--- config.mk ---
export PLATFORM = sky130hd
export DESIGN_NAME = rr_bus_arbiter
export DESIGN_NICKNAME = d
export VERILOG_FILES = /design/src/rtl/rr_arb_pkg.sv /design/src/rtl/rr_arb_pick.sv /design/src/rtl/rr_arb_gate.sv /design/src/rtl/rr_bus_arbiter.sv
export SDC_FILE = /design/constraint.sdc
export NUM_CORES = 1
export LEC_CHECK = 0
export BUFFER_PORTS_ARGS = -buffer_cell sky130_fd_sc_hd__buf_2
export CORE_AREA = 2 2 39 41
export DETAILED_ROUTE_END_ITERATION = 16
export DIE_AREA = 0 0 41 43
export PLACE_DENSITY_LB_ADDON = 0.05
export SKIP_LAST_GASP = 1
export SYNTH_ARGS = -nofsm -noshare
export SYNTH_HDL_FRONTEND = slang
export SYNTH_SLANG_ARGS = --single-unit
--- constraint.sdc ---
create_clock -name clk -period 3.4 [get_ports clk]
set_input_delay 0.17 -clock clk [delete_from_list [all_inputs] [get_ports clk]]
set_output_delay 0.17 -clock clk [all_outputs]
set_load 0.03 [all_outputs]
--- src/rtl/rr_arb_pkg.sv ---
package rr_arb_pkg;
    // Number of symmetric agents taking part in the rotation (power of two).
    parameter int unsigned RR_AGENTS_DEF = 4;
endpackage

--- src/rtl/rr_arb_pick.sv ---
// Combinational circular search: first requester after last_id wins.
module rr_arb_pick #(
    parameter int unsigned NUM_AGENTS = 4,
    localparam int unsigned ID_W = $clog2(NUM_AGENTS)
) (
    input  logic [NUM_AGENTS-1:0] req,
    input  logic [ID_W-1:0]       last_id,
    output logic                  found,
    output logic [ID_W-1:0]       pick_id
);
    logic [ID_W-1:0] cand;

    always_comb begin
        found   = 1'b0;
        pick_id = last_id;
        cand    = last_id;
        // Walk from the farthest offset to the nearest; the nearest requester
        // overwrites the others and so wins. Offset NUM_AGENTS wraps to last_id.
        for (int i = NUM_AGENTS - 1; i >= 0; i--) begin
            cand = last_id + ID_W'(i + 1);
            if (req[cand]) begin
                found   = 1'b1;
                pick_id = cand;
            end
        end
    end
endmodule

--- src/rtl/rr_arb_gate.sv ---
// Request-phase gating by the priority agent, with the locked-sequence exception.
module rr_arb_gate (
    input  logic owner_present,
    input  logic prio_req,
    input  logic lock_in,
    output logic req_phase_en
);
    logic prio_blocks;

    always_comb begin
        prio_blocks  = prio_req & ~lock_in;
        req_phase_en = owner_present & ~prio_blocks;
    end
endmodule

--- src/rtl/rr_bus_arbiter.sv ---
module rr_bus_arbiter #(
    parameter int unsigned NUM_AGENTS = rr_arb_pkg::RR_AGENTS_DEF,
    localparam int unsigned ID_W = $clog2(NUM_AGENTS)
) (
    input  logic                  clk,
    input  logic                  rst_n,
    input  logic [NUM_AGENTS-1:0] sym_req,
    input  logic                  prio_req,
    input  logic                  lock_in,
    output logic [NUM_AGENTS-1:0] sym_gnt,
    output logic [ID_W-1:0]       owner_id,
    output logic                  req_phase_en
);
    typedef struct packed {
        logic            own_vld;
        logic [ID_W-1:0] rot_id;
    } arb_state_t;

    localparam arb_state_t ST_RESET = '{own_vld: 1'b0, rot_id: ID_W'(NUM_AGENTS - 1)};

    arb_state_t st_d, st_q;
    logic       pick_found;
    logic [ID_W-1:0] pick_id;
    logic       owner_holds;

    rr_arb_pick #(.NUM_AGENTS(NUM_AGENTS)) u_pick (
        .req     (sym_req),
        .last_id (st_q.rot_id),
        .found   (pick_found),
        .pick_id (pick_id)
    );

    always_comb begin
        st_d        = st_q;
        owner_holds = st_q.own_vld & sym_req[st_q.rot_id];
        if (!owner_holds && pick_found) begin
            st_d.own_vld = 1'b1;
            st_d.rot_id  = pick_id;
        end
    end

    always_ff @(posedge clk) begin
        if (!rst_n) begin
            st_q <= ST_RESET;
        end else begin
            st_q <= st_d;
        end
    end

    for (genvar g = 0; g < NUM_AGENTS; g++) begin : g_gnt
        assign sym_gnt[g] = st_q.own_vld && (st_q.rot_id == ID_W'(g));
    end

    assign owner_id = st_q.rot_id;

    rr_arb_gate u_gate (
        .owner_present (st_q.own_vld),
        .prio_req      (prio_req),
        .lock_in       (lock_in),
        .req_phase_en  (req_phase_en)
    );
endmodule

# Word level (Yosys, flattened, before mapping)
# Cells that the tools add are included.
[classes]
order_cmp = 4
n_eq_ne = 3
muxes = 15
reduce_logical = 9
n_addsub = 3
bitwise = 5
[ops]
columns = ["op", "count"]
rows = [
  ["2-bit by 3-bit less-than comparator with 1-bit output (second input constant)", 4],
  ["1-bit binary-select mux with 2-bit select", 4],
  ["1-bit 2-to-1 mux", 8],
  ["2-bit 2-to-1 mux", 3],
  ["1-bit logical AND", 5],
  ["2-bit adder (second input constant)", 2],
  ["2-bit equality test (second input constant)", 2],
  ["1-bit bitwise AND", 3],
  ["3-bit nonzero test", 1],
  ["2-bit by 1-bit adder with 2-bit output (second input constant)", 1],
  ["2-bit by 1-bit equality test with 1-bit output (second input constant)", 1],
  ["2-bit logical NOT", 1],
  ["1-bit inverter", 2],
  ["2-bit AND reduction", 1],
  ["1-bit logical NOT", 1],
]
[totals]
inputBits = 8
ff_bits = 3

# Longest topological paths before layout
# Gate-level depths: netlist of run 1.
[depth]
word_depth = 8
depth_mapped = 7

# Modules after synthesis
# A second synthesis of run 1 with hierarchy kept.
[unflattened]
hier_cells = 41
area_unflattened_um2 = 302.8
[modules_own_cells]
columns = ["module", "seq_area_each_um2", "cells_per_inst", "n_inst", "area_per_inst_um2"]
rows = [
  ["rr_bus_arbiter", 60.1, 25, 1, 209.0],
  ["rr_arb_pick", 0.0, 14, 1, 82.6],
  ["rr_arb_gate", 0.0, 2, 1, 11.3],
]

# Least setup slack after synthesis of run 1
# OpenSTA, ideal clock, no wires.
[synth_path]
path_type = "register -> register"
start = "register st_q, in the netlist owner_id[0]"
end = "register st_q, in the netlist owner_id[0]"
synth_period_minus_slack_ps = 2086
stages_incl_launch_ff = 8
setup_ps = 119
arrival_ps = 1967
path_buffers = 1
path_slack_ps = 1314
path_cell_list = "dfxtp_1 -> buf_6 -> inv_1 -> ha_1 -> mux4_2 -> nand2b_1 -> a31oi_1 -> o21ai_1"
[synth_between]
elab_chain_len = 8
elab_cells_between_ends = 23
cone_classes = "add/sub (3); mux (15); bitwise (1); reduce/logical (4)"
[synth_lines]
columns = ["element", "line", "text"]
rows = [
  ["start, declared", "rr_bus_arbiter.sv:21", "arb_state_t st_d, st_q;"],
  ["start signal, assigned", "rr_bus_arbiter.sv:46", "st_q <= st_d;"],
  ["2-bit adder / 1-bit binary-select mux with 2-bit select (equally long branches)", "rr_arb_pick.sv:20, rr_arb_pick.sv:21, rr_bus_arbiter.sv:35", ""],
  ["1-bit binary-select mux with 2-bit select / 1-bit 2-to-1 mux (equally long branches)", "rr_arb_pick.sv:21, rr_bus_arbiter.sv:35", ""],
  ["1-bit 2-to-1 mux (implied by the code)", "rr_arb_pick.sv:21", "if (req[cand]) begin"],
  ["1-bit 2-to-1 mux (3 in a row)", "rr_arb_pick.sv:21", ""],
  ["1-bit logical AND", "rr_bus_arbiter.sv:36", "if (!owner_holds && pick_found) begin"],
  ["2-bit AND reduction (no line)", "n/a", ""],
]
# Parallel ways exist; a longest one is shown, timed or not. The select of a mux whose other input is x is not followed.
# A chain may end at the register's enable or synchronous reset.

# Final worst setup path of run 1
# Ends and elaborated chain as after synthesis.

==> results of run 1 <==
cells by family (layout without fill, tap and decap cells):
logic type                 count (synthesis)  after routing  share of synthesized area [%]
buffers and inverters                      8             24                           10.2
AOI/OAI and AO/OA                         10             10                           17.8
adders and majority gates                  4              4                           12.3
DFF                                        3              3                           14.8
and+or+nand+nor                           15             15                           19.7
muxes                                      6              6                           25.2
per-stage QoR:
step / setup slack (ns) / util (%)
after floorplan: 1.31 / -
after global placement: 1.28 / 34.5
after detailed placement: 1.29 / 34.5
after CTS: 1.27 / 36.4
after global routing: 1.14 / 36.4
final: 1.29 / 36.4
worst reg2reg max path, delay by kind of cell (launching register included):
kind	cells	cell delay (ns)
AOI/OAI and AO/OA	1	0.11
muxes	1	0.48
DFF	1	0.62
and+or+nand+nor	2	0.35
adders and majority gates	1	0.34
buffers and inverters	1	0.13
sequential cells by signal, summed over array words and instances (netlist names):
signal	count
owner_id	2
st_q	1
worst max-delay path by stage:
stage	from	to	slack, ns	cells past startpoint
floorplan	owner_id[0]	owner_id[0]	1.31	7
global placement	owner_id[0]	owner_id[0]	1.28	6
detailed placement	owner_id[0]	owner_id[0]	1.29	6
CTS	owner_id[0]	owner_id[0]	1.27	6
global route	owner_id[0]	owner_id[0]	1.14	6
finish	owner_id[0]	owner_id[0]	1.29	6
synthesized netlist by cell type (all sizes together) (2+ instances only):
library cell	number	share of area [%]
a21oi	2	2.5
dfxtp	3	15
buf	2	4.6
ha	4	12
mux2i	2	4.9
nand2	2	2.5
and2	4	6.2
nor2	5	4.6
mux4	3	18
inv	6	5.5
final cells by class:
cell class | instances | area, um2 | area share (%)
multi-input cells | 35 | 305 | 60.5
repair buffers | 14 | 70.1 | 13.9
flip-flops and latches | 3 | 60.1 | 11.9
clock buffers | 4 | 26.3 | 5.21
inverters | 6 | 22.5 | 4.47
well taps | 16 | 20.0 | 3.97
power groups by stage:
| stage | Sequential, mW | Combinational, mW | Clock [mW] |
|---|---|---|---|
| floorplan | 0.0889 | 0.198 | 0 |
| CTS | 0.0880 | 0.245 | 0.0645 |
| finish | 0.0870 | 0.242 | 0.0631 |
| detailed placement | 0.0888 | 0.242 | 0 |
| global route | 0.0926 | 0.272 | 0.0689 |
| global placement | 0.0910 | 0.244 | 0 |
routing by layer:
layer	vias to the layer above	GRT usage, %
li1	196	-
met5	-	0
met2	15	19.1
met3	2	1.57
met1	172	14.0
met4	0	8.00
cell usage in the layout, fill, tap and decap left out, drive strengths merged:
| master | Yosys | final |
|---|---|---|
| buf | 2 | 14 |
| nor3 | 1 | 1 |
| a31oi | 1 | 1 |
| ha | 4 | 4 |
| nor2b | 1 | 1 |
| nor2 | 5 | 5 |
| mux4 | 3 | 3 |
| a21boi | 1 | 1 |
| o211ai | 1 | 1 |
| a21oi | 2 | 2 |
| dfxtp | 3 | 3 |
| mux2i | 2 | 2 |
| o21ai | 1 | 1 |
| mux2 | 1 | 1 |
| and4 | 1 | 1 |
| o22ai | 1 | 1 |
| o311ai | 1 | 1 |
| nand2b | 1 | 1 |
| a221oi | 1 | 1 |
| o31ai | 1 | 1 |
| clkbuf | 0 | 4 |
| inv | 6 | 6 |
| and2 | 4 | 4 |
| nand2 | 2 | 2 |
==> results.txt, run 1 <==
The area of placed instances is 478 um2. The worst hold slack across all endpoints is 0.132 ns. For this run, the leading register cell type out of synthesis is sky130_fd_sc_hd__dfxtp_1. The endpoint of the most critical register-to-register path is owner_id[0]. The transition time of the tightest slew-check pin came out at 0.498 ns.

Per report_power, the sequential group accounts for 22.2% of the total. The number of distinct library cell variants in the gate-level netlist after synthesis came out at 26. Net switching is 47.8% of the power. The internal power component is 205 uW. The layout overhead on the synthesized area is 24.0%.

STA classifies the critical path startpoint as a flop. Measured against its own limit, the worst slew margin works out to 66.8%. The leakage power came out at 0.261 nW. The via total after detailed routing came out at 385. The number of slew-limit violations in the final report came to 0. The routed length per instance is 11.5 um.

The total of fill cells in the finished design is 144. The worst setup path is captured at a flop. In this run the power spent charging and discharging nets is 187 uW. The final-stage net count came out at 75.

The final critical-path required period came out at 2.11 ns. The row count came out at 14. The sequential-to-total area share from yosys stat came out at 14.8%. Global routing used 12.0% of the available tracks across all layers.

The share of final-layout standard cells stronger than drive strength 1 is 35.5%. The clock reaches the later pin of the worst-skew pair after 0.23 ns. Across the VDD grid, the largest voltage drop is 0.000229 V. In this run the worst hold path is classified as primary input to flop. The routed length on met1 came out at 410 um. The maximum number of pins on one net before global-route repair is 15.

The CTS buffer count is 3. The initial antenna violation count is 0. TritonCTS built the clock tree. The worst hold path begins at rst_n. Measured along the y axis, the die boundary spans 43 um. The share of power burned in combinational logic is 61.7%.

The cell sitting at the root of the clock tree is a sky130_fd_sc_hd__clkbuf_4. The tree built by TritonCTS fans out to 3 sinks. Dividing total power by cell area gives a power density of 777 nW/um2. The post-layout instance area is 504 um2.

The final setup skew is 0.0000288 ns. The full die area is 1760 um2. The top layer reached by signal wires is met4. The cell count of the worst hold path came out at 2. The total power is 392 uW. The final global-route overflow total is 0.

The number of global-route vias before repair was 362. The die width is 41 um. The number of nets produced by synthesis is 58. The post-detailed-route via-to-cell ratio came out at 4.94. Counting both buffers and inverters, the worst setup path holds a total of 1.

The cell area after synthesis came out at 407 um2. The cell count after placement came out at 74. The number of failing setup endpoints in the final timing report came out at 0. The fmax came out at 475 MHz. The worst reg-to-reg setup slack came out at 1.29 ns. The count of routing violations after the opening detailed-route iteration came out at 4. The run finished with clean final reports. Post-CTS repair changed the size of 0 cells. The part of the power in the clock network is 16.1%.

The wire length of the first global-routing pass is 1440 um. The number of buffers on the longest clock path came out at 2. The required time at the worst-slack endpoint came out at 3.57 ns. The number of flops mapped to enable cells by yosys is 0.

The worst setup path is of the flop to flop kind. The number of levels the H-tree was split into is 1. The final worst-path cycle share came out at 62.0%. After clock tree synthesis, the flow added hold-fix buffers numbering 0.

The wire length after detailed routing is 896 um. The total iterations of the first detailed-routing run came out at 2. The final RePlAce weighted congestion is 0.706.

The wire length on met3 is 60 um. The number of warnings issued by yosys is 0. The flop and latch count out of synthesis is 3. The number of buffers inserted by port buffering is 14.

The worst register-to-register path has a depth of 6. The number of setup buffers added after CTS came out at 0. The arrival time at the worst endpoint is 2.27 ns. The number of antenna diodes in the final layout is 0. Setup repair after global routing left no endpoint under its margin. Once detailed placement completed, the half-perimeter wirelength came to 658 um. The biggest cell delay along the critical path came out at 0.62 ns. After clock tree synthesis, the clock-pin slew on the worst setup and hold paths is 0.04 ns.

The max-cap check violation count came out at 0. The gate count of the mapped netlist is 46. Walking the worst path, the cells encountered are inv_1, ha_1, mux4_2, nand2b_1, and4_1, o21ai_1. The final hold violation count is 0. In the final timing run, aggregate negative setup slack is 0 ns. For this design the top-level I/O count stands at 15.

After detailed routing, the number of remaining DRC violations is 0. In this design, the largest share of critical-path delay is due to flip-flops. The final antenna-violating net count came out at 0. The initial standard-cell utilization of the core is 29.4%. In this run the worst path has a maximum fanout of 14. The area of the placeable core is 1380 um2.

The startpoint identified for the worst register-to-register timing path is owner_id[0]. Wire segments on met2 add up to 415 um in the final route. The number of non-filler instances in the completed layout is 78.

The per-instance average area after synthesis is 8.84 um2. The path with the worst hold slack has its endpoint at owner_id[0]. The share of synthesized flip-flops with an asynchronous set or reset is 0%. The highest-delay cell along the critical path is sky130_fd_sc_hd__dfxtp_1.
Note: power is estimated with default switching activity, not from simulation.
==> inputs of run 2 (changes only) <==
==> constraint.sdc (replaced) <==
create_clock -name clk -period 2 [get_ports clk]
set_input_delay 0.1 -clock clk [delete_from_list [all_inputs] [get_ports clk]]
set_output_delay 0.1 -clock clk [all_outputs]
set_load 0.03 [all_outputs]
==> results.txt, run 2 (synthesis gave the netlist of run 1 again) <==
The via total after detailed routing came out at 406. The cell sitting at the root of the clock tree is a sky130_fd_sc_hd__clkbuf_4. Summed over all cells, the static leakage comes to 0.270 nW. Per report_power, the clock group accounts for 16.2% of the total.

The share of power burned in combinational logic came out at 70.1%. Entering global routing, the biggest net connects 14 pins. Across the run, the number of max-cap violations was 0. The headroom to the max-slew limit came out at 77.5%.

The global routing usage on met2 came out at 18.8%. The CTS buffer count came out at 3. Hold repair after CTS inserted 0 buffers. The number of buffers on the longest clock path is 2.

The number of slew-limit violations in the final report is 0. Leaving out fill and tap cells, the most frequent cell in the layout is sky130_fd_sc_hd__buf_2. TritonCTS built the clock tree. The fraction of power consumed by sequential logic is 13.6%. The die width is 41 um. The initial antenna violation count came out at 0. The floorplan step defined a core boundary enclosing 1380 um2. The share of final-layout standard cells stronger than drive strength 1 is 40.6%. In the layout the commonest cells are 14 x sky130_fd_sc_hd__buf_2, 6 x sky130_fd_sc_hd__inv_1, 5 x sky130_fd_sc_hd__nor2_1. The switching part of the total power is 46.9%. The worst hold slack across all endpoints is 0.0258 ns. The buffer and inverter count on the worst path is 1. The diode insertion count for antenna repair came out at 0. The internal power component is 375 uW.

The height of the chip came out at 43 um. The biggest cell delay along the critical path is 0.49 ns. The transition time of the tightest slew-check pin is 0.332 ns. The wire length of the first global-routing pass came out at 1510 um. The initial standard-cell utilization of the core is 29.4%. The arrival time at the worst endpoint is 1.84 ns. Summed over all failing endpoints, the final setup total negative slack is 0 ns. Summing all placed instances gives a cell area of 495 um2. The fraction of the core area covered by cells at the end of the flow is 37.7%. The global-route met3 utilization came out at 6.28%. The critical path in this run is classified as flop to flop.

The post-layout instance area came out at 522 um2. The number of global-route vias before repair is 345. The total of fill cells in the finished design came out at 157. The maximum fanout count along the critical path is 3.

The final hold violation count came out at 0. The final antenna-violating net count is 0. Setup repair after global routing left no endpoint under its margin. Across every metal layer, demand over resource in global routing totals 13.6%.

The fmax is 586 MHz. The routed design could run at a clock period as short as 1.71 ns. The post-detailed-placement half-perimeter wirelength came out at 778 um. The register with the most flip-flops in the layout has 2 of them. The full die area came out at 1760 um2. The critical path goes through inv_1, ha_1, mux4_2, nand2b_1, a31oi_1, o21ai_1. The number of buffers inserted by port buffering is 14.

The number of failing setup endpoints in the final timing report is 0. The layout overhead on the synthesized area came out at 28.3%. The type of element launching the critical path is a flop. The final critical path takes up 85.3% of the cycle.

The post-detailed-route via-to-cell ratio came out at 5.08. Among all stages on the critical path, the largest delay is contributed by sky130_fd_sc_hd__mux4_2. On the critical path the largest part of the delay comes from multiplexers. The clock-pin slew reported for the worst setup and hold paths after clock tree synthesis is 0.04 ns. The count of unresolved DRC violations after routing is 0.

The worst hold path belongs to the class primary input to flop. The final setup skew is 0.0111 ns. The count of boundary I/O pins came out at 15. The clock net in this run drives a total of 3 sinks. The worst IR drop on VDD is 0.000361 V. The wire length after detailed routing came out at 970 um. The reported net switching power is 332 uW. The number of levels the H-tree was split into is 1. The final-stage net count came out at 77. The number of setup buffers added after CTS is 0. The final global-route overflow total came out at 0. The run finished with clean final reports. STA classifies the critical path endpoint as a flop. The clock latency of the later-clocked register in the worst-skew pair is 0.25 ns.

The detailed router finished its first iteration with 4 violations. The power per cell area came out at 1350 nW/um2. The post-cts sizing count came out at 0. met2 is the most crowded layer. The routed length per instance is 12.1 um. The total iterations of the first detailed-routing run came out at 2. The floorplan has 14 rows. Summing internal, switching and leakage power gives 707 uW. The global routing met1 resource utilization came out at 16.5%. The required time at the worst-slack endpoint came out at 2.14 ns.

At the end of routability-driven placement, the weighted congestion stood at 0.788.
-- run 2: stage by stage --
stage	setup WS, ns	instances
after global routing	0.178	80
after detailed placement	0.290	76
after global placement	0.332	76
after floorplan	0.0557	46
final	0.294	80
after CTS	0.283	80
-- run 2: power by group through the flow --
stage	combinational [mW]	sequential, mW	clock (mW)
after floorplan	0.337	0.156	0
after global routing	0.547	0.100	0.127
final	0.496	0.0965	0.115
after detailed placement	0.502	0.0982	0
after global placement	0.505	0.0969	0
after CTS	0.502	0.0973	0.118
-- run 2: routing by layer --
layer	vias to the layer above	part of all wire (%)	routed length [um]
li1	201	-	-
met1	185	45	432
met2	18	45	441
met3	2	8.5	82
met4	0	1.4	14
met5	-	0	0
-- run 2: layout make-up --
type	count	area, um2	area share (%)
well taps	16	20.0	3.84
inverters	6	22.5	4.32
clock buffers	4	26.3	5.04
flip-flops and latches	3	62.6	12.0
multi-input cells	35	305	58.5
repair buffers	16	85.1	16.3
-- run 2: worst paths after layout --
kind                             startpoint           to  slack, ns  cells after the start
worst max-delay path            owner_id[1]  owner_id[0]       0.29                      6
worst min-delay path                  rst_n  owner_id[0]       0.03                      2
worst max register to register  owner_id[1]  owner_id[0]       0.29                      6
worst min register to register      st_q[2]      st_q[2]       0.60                      2
==> inputs of run 3 (changes only) <==
--- a/config.mk
+++ b/config.mk
@@ -10,7 +10,9 @@
 export DETAILED_ROUTE_END_ITERATION = 16
 export DIE_AREA = 0 0 41 43
 export PLACE_DENSITY_LB_ADDON = 0.05
+export RECOVER_POWER = 25
 export SKIP_LAST_GASP = 1
 export SYNTH_ARGS = -nofsm -noshare
 export SYNTH_HDL_FRONTEND = slang
+export SYNTH_HIERARCHICAL = 1
 export SYNTH_SLANG_ARGS = --single-unit
==> results.txt, run 3 <==
The Yosys step of the flow raised 6 warnings. The fraction of the core area covered by cells at the end of the flow came out at 28.2%. The number of global-route vias before repair came to 328.

The height of the chip came out at 43 um. The final antenna-violating net count came out at 0. The endpoint identified for the worst register-to-register timing path is owner_id[0]. The first TritonRoute pass finished after 4 iterations.

The start point of the critical path is owner_id[1]. Of all flip-flops after synthesis, the portion carrying an async set or reset was 0%. The worst register-to-register path begins at owner_id[1]. The clock tree from TritonCTS is yes. The area of the placeable core came out at 1380 um2.

The final critical-path required period came out at 1.50 ns. The power per cell area is 811 nW/um2. The worst hold slack across all endpoints is 0.109 ns. The final RePlAce weighted congestion is 0.724. Each instance of the synthesized netlist takes up on average 7.39 um2. The gate count of the mapped netlist came out at 41.

Setup repair after global routing left no endpoint under its margin. At the pin with the least slew margin, the transition time is 0.392 ns. The critical path goes through mux2i_1, nor2_1, a221o_1, a311o_1.

STA classifies the critical path startpoint as a flop. The area of placed instances is 367 um2. The worst IR drop on VDD is 0.000289 V. The total of fill cells in the finished design came out at 171. After floorplanning, the core was divided into 14 placement rows. Following the worst setup path forward leads to its endpoint at owner_id[0]. Yosys instantiated no cell more often than sky130_fd_sc_hd__inv_1. The net count of the finished layout is 65. For this run, the register share of the synthesized area comes to 19.8%.

Gates resized during post-CTS repair numbered 0. The clock-pin slew reported for the worst setup and hold paths after clock tree synthesis is 0.04 ns. Hold repair after CTS inserted 0 buffers.

The final route contains 358 vias. The max-cap check violation count is 0. The cell count of the worst hold path came out at 2. The die is 41 um wide. The count of boundary I/O pins came out at 15.

The path class of the tightest hold or removal check is primary input to flop. The wire length after detailed routing came out at 837 um. The worst setup path is of the flop to flop kind. Leaving out fill and tap cells, the most frequent cells in the layout are 12 x sky130_fd_sc_hd__buf_2, 5 x sky130_fd_sc_hd__inv_1. The biggest cell delay along the critical path came out at 0.54 ns. The count of unresolved DRC violations after routing came out at 0. The final hold violation count came to 0. The kind of capture point of the worst setup path is a flop. Compared with the post-synthesis result, the final layout area differs by 28.9%. The number of buffers on the longest clock path is 2. Dividing the detail-routed wire length by the instance count gives 11.6 um.

The initial standard-cell utilization of the core is 21.9%. The global routing usage summed across all routing layers came out at 11.7%. The number of failing setup endpoints in the final timing report is 0. The share of the synthesized area in the top cell type came out at 19.8%.

After synthesis, the most frequently instantiated cells are 5 x sky130_fd_sc_hd__inv_1, 3 x sky130_fd_sc_hd__dfxtp_1, 3 x sky130_fd_sc_hd__nand2b_1, 3 x sky130_fd_sc_hd__nor2_1. The initial antenna violation count is 0. The post-route setup TNS is 0 ns. The synthesized design contains 3 register bits. The cell area after synthesis is 303 um2.

CTS placed an instance of sky130_fd_sc_hd__clkbuf_4 at the clock tree root. The first global-routing pass estimated 1320 um of wire. The number of buffers inserted by port buffering is 14. The number of slew-limit violations in the final report is 0. The run finished with clean final reports. The required time at the worst-slack endpoint is 2.12 ns. The final setup skew came out at 0.000504 ns.

The CTS buffer count is 3. The post-detailed-placement half-perimeter wirelength is 631 um. The final critical path takes up 75.2% of the cycle.

Summed over all layers, the global routing overflow is 0. The number of clock sinks came out at 3. The number of levels the H-tree was split into came out at 1. Using the TritonRoute via totals, the vias-per-cell ratio works out to 4.97. The biggest area contributor in the post-synthesis netlist is sky130_fd_sc_hd__dfxtp_1.

In the synthesized netlist the dominant register cell turns out to be sky130_fd_sc_hd__dfxtp_1. The post-layout instance area is 390 um2. Leaving out fill and tap cells, the most frequent cell in the layout is sky130_fd_sc_hd__buf_2. The share of final-layout standard cells stronger than drive strength 1 is 26.8%. The clock latency of the later-clocked register in the worst-skew pair came out at 0.23 ns. By area the synthesized netlist is led by sky130_fd_sc_hd__dfxtp_1 20%, sky130_fd_sc_hd__mux2i_1 6.6%, sky130_fd_sc_hd__inv_1 6.2%. Entering global routing, the biggest net connects 14 pins. The full die area is 1760 um2. For this run, the top clock speed supported by timing is 665 MHz.

Of all nets on the critical path, the largest fanout is 13. The count of routing violations after the opening detailed-route iteration is 10. The number of nets produced by synthesis came out at 49. The number of setup buffers added after CTS came out at 0. The logic depth of the worst register-to-register path came out at 4.

For this design, the slowest cell found on the critical path is sky130_fd_sc_hd__dfxtp_1. The diode insertion count for antenna repair came out at 0. The register with the most flip-flops in the layout has 2 of them.

Counting flops with a built-in enable in the synthesized netlist gives 0. The headroom to the max-slew limit came out at 73.8%. The number of distinct library cell variants in the gate-level netlist after synthesis is 25.

The leakage power is 0.202 nW. The worst reg-to-reg setup slack came out at 0.50 ns. Data on the critical path arrives at its endpoint at 1.62 ns.
## run 3: cell count changes after synthesis, moves of 2 or more
cell	delta
sky130_fd_sc_hd__and2_1	-4
sky130_fd_sc_hd__ha_1	-4
sky130_fd_sc_hd__and3_1	+2
sky130_fd_sc_hd__mux4_2	-2
sky130_fd_sc_hd__nand2b_1	+2
sky130_fd_sc_hd__nor2_1	-2
sky130_fd_sc_hd__o21a_1	+2
## run 3: critical path: cells and delay by family (launching register included)
family           cells  cell delay (ns)
flip-flops           1             0.54
AO/OA/AOI/OAI        2             0.54
multiplexers         1             0.25
AND/OR/NAND/NOR      1             0.06
## run 3: kinds of logic after synthesis
family / count (synthesis) / synth area share (%)
AO/OA/AOI/OAI: 14 / 33.5
AND/OR/NAND/NOR: 14 / 25.2
buffers and inverters: 8 / 14.9
flip-flops: 3 / 19.8
multiplexers: 2 / 6.61
## run 3: final cells by class
cell class | instances | area, um2 | share of cell area (%)
repair buffers | 14 | 67.6 | 17.3
inverters | 5 | 18.8 | 4.81
flip-flops and latches | 3 | 60.1 | 15.4
well taps | 16 | 20.0 | 5.13
multi-input cells | 30 | 198 | 50.6
clock buffers | 4 | 26.3 | 6.73
## run 3: power by group
| part | internal (mW) | switching, mW | leakage [nW] |
|---|---|---|---|
| registers | 0.0682 | 0.0228 | 0.0252 |
| clock network | 0.0748 | 0.0320 | 0.0150 |
| logic | 0.0490 | 0.0697 | 0.162 |
## run 3: worst min path at each step
stage                     start  slack, ns          end
after floorplan           rst_n       0.20  owner_id[1]
after global placement    rst_n       0.35      st_q[2]
after detailed placement  rst_n       0.35      st_q[2]
after CTS                 rst_n       0.10      st_q[2]
after global routing      rst_n       0.12  owner_id[1]
final                     rst_n       0.11      st_q[2]
## run 3: layer usage
| metal | track usage [%] | vias up | routed length [um] |
|---|---|---|---|
| li1 | - | 179 | - |
| met1 | 13.1 | 161 | 369 |
| met2 | 16.9 | 14 | 386 |
| met4 | 12.0 | 0 | 24 |
| met3 | 2.09 | 4 | 57 |
| met5 | 0 | - | 0 |
## run 3: per-stage QoR
step / instances / total power, mW / setup WS, ns
6_report: 72 / 0.317 / 0.497
3_5_place_dp: 68 / 0.212 / 0.489
4_1_cts: 72 / 0.324 / 0.478
2_1_floorplan: 41 / 0.188 / 0.667
3_3_place_gp: 68 / 0.213 / 0.515
5_1_grt: 72 / 0.342 / 0.354
